`config.mk`:
```
export PLATFORM = sky130hd
export DESIGN_NAME = bus_pio
export DESIGN_NICKNAME = d
export VERILOG_FILES = /design/src/rtl/bus_pio.sv
export SDC_FILE = /design/constraint.sdc
export NUM_CORES = 1
export LEC_CHECK = 0
export BUFFER_PORTS_ARGS = -buffer_cell sky130_fd_sc_hd__clkbuf_2
export CAP_MARGIN = 5
export CORE_MARGIN = 2
export CORE_UTILIZATION = 47
export DETAILED_ROUTE_END_ITERATION = 6
export PLACE_DENSITY = 0.79
export SLEW_MARGIN = 0
export SYNTH_ARGS = -nofsm -noshare
export SYNTH_HDL_FRONTEND = slang
export SYNTH_SLANG_ARGS = --single-unit
export TNS_END_PERCENT = 100
```
`constraint.sdc`:
```
create_clock -name clk -period 1.7 [get_ports clk]
set_clock_uncertainty 0.05 [all_clocks]
set_input_delay 0.34 -clock clk [delete_from_list [all_inputs] [get_ports clk]]
set_output_delay 0.34 -clock clk [all_outputs]
set_load 0.01 [all_outputs]
```
`src/rtl/bus_pio.sv`:
```
module bus_pio #(
  parameter int W     = 8,
  parameter int SEL_W = 4
) (
  input  logic             clk,
  input  logic             rst_n,
  input  logic             cs_hi,
  input  logic             cs_lo_n,
  input  logic             rw_n,
  input  logic [SEL_W-1:0] rs,
  input  logic [W-1:0]     data_in,
  output logic [W-1:0]     data_out,
  output logic             data_oe,
  input  logic [W-1:0]     pa_in,
  output logic [W-1:0]     pa_out,
  output logic [W-1:0]     pa_oe,
  input  logic [W-1:0]     pb_in,
  output logic [W-1:0]     pb_out,
  output logic [W-1:0]     pb_oe
);
  localparam logic [SEL_W-1:0] SLOT_OUT_B = SEL_W'(0);
  localparam logic [SEL_W-1:0] SLOT_OUT_A = SEL_W'(1);
  localparam logic [SEL_W-1:0] SLOT_DIR_B = SEL_W'(2);
  localparam logic [SEL_W-1:0] SLOT_DIR_A = SEL_W'(3);

  logic [W-1:0] lat_a, lat_b, dir_a, dir_b;
  logic [W-1:0] rd_val;
  logic         sel, wr;

  assign sel = cs_hi & ~cs_lo_n;
  assign wr  = sel & ~rw_n;

  always_ff @(posedge clk or negedge rst_n) begin
    if (!rst_n) begin
      lat_a <= '0;
      lat_b <= '0;
      dir_a <= '0;
      dir_b <= '0;
    end else if (wr) begin
      case (rs)
        SLOT_OUT_B: lat_b <= data_in;
        SLOT_OUT_A: lat_a <= data_in;
        SLOT_DIR_B: dir_b <= data_in;
        SLOT_DIR_A: dir_a <= data_in;
        default: ;
      endcase
    end
  end

  always_comb begin
    case (rs)
      SLOT_OUT_B: rd_val = (lat_b & dir_b) | (pb_in & ~dir_b);
      SLOT_OUT_A: rd_val = (lat_a & dir_a) | (pa_in & ~dir_a);
      SLOT_DIR_B: rd_val = dir_b;
      SLOT_DIR_A: rd_val = dir_a;
      default:    rd_val = '0;
    endcase
  end

  assign data_oe  = sel & rw_n;
  assign data_out = data_oe ? rd_val : '0;

  assign pa_out = lat_a;
  assign pa_oe  = dir_a;
  assign pb_out = lat_b;
  assign pb_oe  = dir_b;
endmodule

```
==> results.toml <==
[run_status]
status = "finished with violations"
failed_checks = "setup timing"

[floorplanning]
die_h_um = 64.46
die_w_um = 64.46
ios = 74
dieArea_mm2 = 0.004154
num_rows = 21
core_area_mm2 = 0.003416
start_util = 0.5029

[setup_path]
reg2regPathDepth = 2
worstSetupEndpointType = "output pin"
crit_fanout = 2
startpoint_type = "flip-flop"
worstSetupPathType = "flip-flop to output pin"
crit_arrival_ns = 1.46
cp.required_ns = 1.31

[cells_and_area]
layout.area.seq_um2 = 800.8
area_delta_synth_final_pct = 48.00
design_area_mm2 = 0.002542
drive_gt1_frac = 0.8043
n_antenna_cell = 0
fin_nets = 270
multi_input_area_um2 = 996.0
fillCellCount = 235

[timing]
rsz0062_at_grt = "yes"
fmax_mhz = 540.3
holdWs_ns = 0.2387
setup_viol = 8
post-route-min-period_ns = 1.851
hold_viol_final = 0
fin_ws_ns = -0.1507
drv_slew = 0
slew_headroom = 0.6802
worstMarginPinSlew_ns = 0.4798
post-route-period-util = 1.089

[placement]
place_area_mm2 = 0.002257
pre_cts_ws_ns = -0.1242
hpwlAfterDp_mm = 3.491
port_buffers = 73
gp_congestion = 0.8234

[clock_tree]
clk_path_buf_depth = 2
cts-htree-levels = 2
clock_latency_ns = 0.33
clkTransAtPathRegs_ns = 0.09
root_buffer = "clkbuf_4"
cts_tree = "built"
cts_sinks = 32
cts_inserted_buffers = 5

[yosys]
syn_inst = 125
ys_seq_area_frac = 0.4661
yosysWarnings = 0
ys_types = 14
synth_top_area_share = 0.4661
synthTopCellsByArea = "dfrtp_1 (47%), mux2_2 (37%), a22oi_1 (3.5%)"
syn_nets = 158
ys_ff_latch = 32
yosysTopAreaCell = "dfrtp_1"
synth_area_per_cell_um2 = 13.74
syn_area_mm2 = 0.001718

[hold_path]
hp-class = "input pin to flip-flop"
whs_path_depth = 2

[drt]
vias_per_cell = 5.509
drc = 0
routed_wirelength_mm = 4.967
drtIter0Drc = 65
vias = 1548
wire_per_inst_um = 17.68
drt.antenna.violating_nets = 0
dr.pass1.iters = 4

[global_routing]
antenna_found_initial = 0
grt_overflow = 0
grt_usage = 0.2671
grt_max_degree = 18
grt_pass1_vias = 1678
grt_pass1_wl_mm = 8.224

[power_and_ir_drop]
power.leakage_nw = 1.344
power_density_mw_per_mm2 = 766.5
ir_drop_mv = 0.5509

[flow_run]
drv_cap = 0
[layout make-up]
type                            count  share of cell area
Timing Repair Buffer              107              0.2559
Sequential cell                    32              0.3150
Tap cell                           46             0.02264
Clock buffer                        5             0.01476
Multi-Input combinational cell     91              0.3917
[final timing paths]
path,start,end,slack [ns]
hold reg to reg,pa_out[2],pa_out[2],0.49
hold / removal,data_in[1],pa_out[1],0.24
max in group asynchronous,rst_n,pa_out[7],0.71
min in group asynchronous,rst_n,pb_oe[5],0.44
setup reg to reg,pa_oe[0],pa_oe[0],0.73
setup / recovery,pa_oe[0],data_out[0],-0.15
[flip-flops by register name, indices dropped and copies added (netlist names)]
signal / cells
pa_oe: 8
pb_oe: 8
pa_out: 8
pb_out: 8
[placed cells by master, fill, tap and decap left out]
| cell type | count |
|---|---|
| a21oi_1 | 5 |
| a21oi_2 | 3 |
| a22oi_2 | 8 |
| and3b_1 | 2 |
| buf_12 | 1 |
| buf_2 | 3 |
| buf_4 | 28 |
| buf_6 | 4 |
| clkbuf_2 | 70 |
| clkbuf_4 | 5 |
| dfrtp_1 | 32 |
| dlygate4sd3_1 | 1 |
| mux2_2 | 47 |
| mux2_4 | 9 |
| nand2_1 | 5 |
| nand2_2 | 4 |
| nand2_4 | 2 |
| nand3_2 | 1 |
| nor2_1 | 1 |
| nor3b_4 | 2 |
| nor4_4 | 1 |
| nor4b_4 | 1 |
[what timing repair did]
item	CTS	global route
resized for setup	22	9
hold endpoints to repair	16	0
endpoints found under the setup margin	8	8
pin swaps	17	1
hold buffers	1	0
buffers inserted	16	1
[cell usage after synthesis, drive strengths merged]
library cell and n:
a22oi 8, nor4 1, a21oi 8, nor2 1, nor3b 2, nor4b 1, and3b 2, nand2 11
dfrtp 32, mux2 56, buf 2, nand3 1
[routing by layer]
metal / track usage / wire length (um) / part of all wire / vias to the layer above
li1: - / - / - / 694
met1: 0.3133 / 1971 / 0.40 / 776
met4: 0.1064 / 123 / 0.025 / 0
met3: 0.05903 / 288 / 0.058 / 12
met5: 0 / 0 / 0 / -
met2: 0.4740 / 2584 / 0.52 / 66
[critical path, stage by stage, from the launching register on]
cell	delay (ns)
dfrtp_1	0.41
mux2_4	0.32
a22oi_2	0.17
a21oi_1	0.09
clkbuf_2	0.15
[through the flow]
step / setup TNS, ns / total power [mW] / utilization / cells
floorplan: 0 / 1.206 / - / 125
global placement: -0.5772 / 1.425 / 0.6608 / 258
detailed placement: -1.095 / 1.452 / 0.6608 / 258
CTS: -0.9952 / 1.936 / 0.7363 / 280
global route: -1.687 / 2.074 / 0.7443 / 281
finish: -1.046 / 1.949 / 0.7443 / 281
[where the power goes]
| part | internal [mW] | switching, mW |
|---|---|---|
| sequential | 0.862 | 0.0805 |
| combinational | 0.366 | 0.271 |
| clock | 0.138 | 0.231 |
| total | 1.37 | 0.583 |
[cell families (layout without fill, tap and decap cells)]
group,after synthesis,after routing,share of synthesized area
muxes,56,56,0.3671
AOI/OAI and AO/OA,16,16,0.05827
buffers and inverters,2,112,0.009465
and+or+nand+nor,19,19,0.09905
DFF,32,32,0.4661
Note: power is estimated with default switching activity, not from simulation.
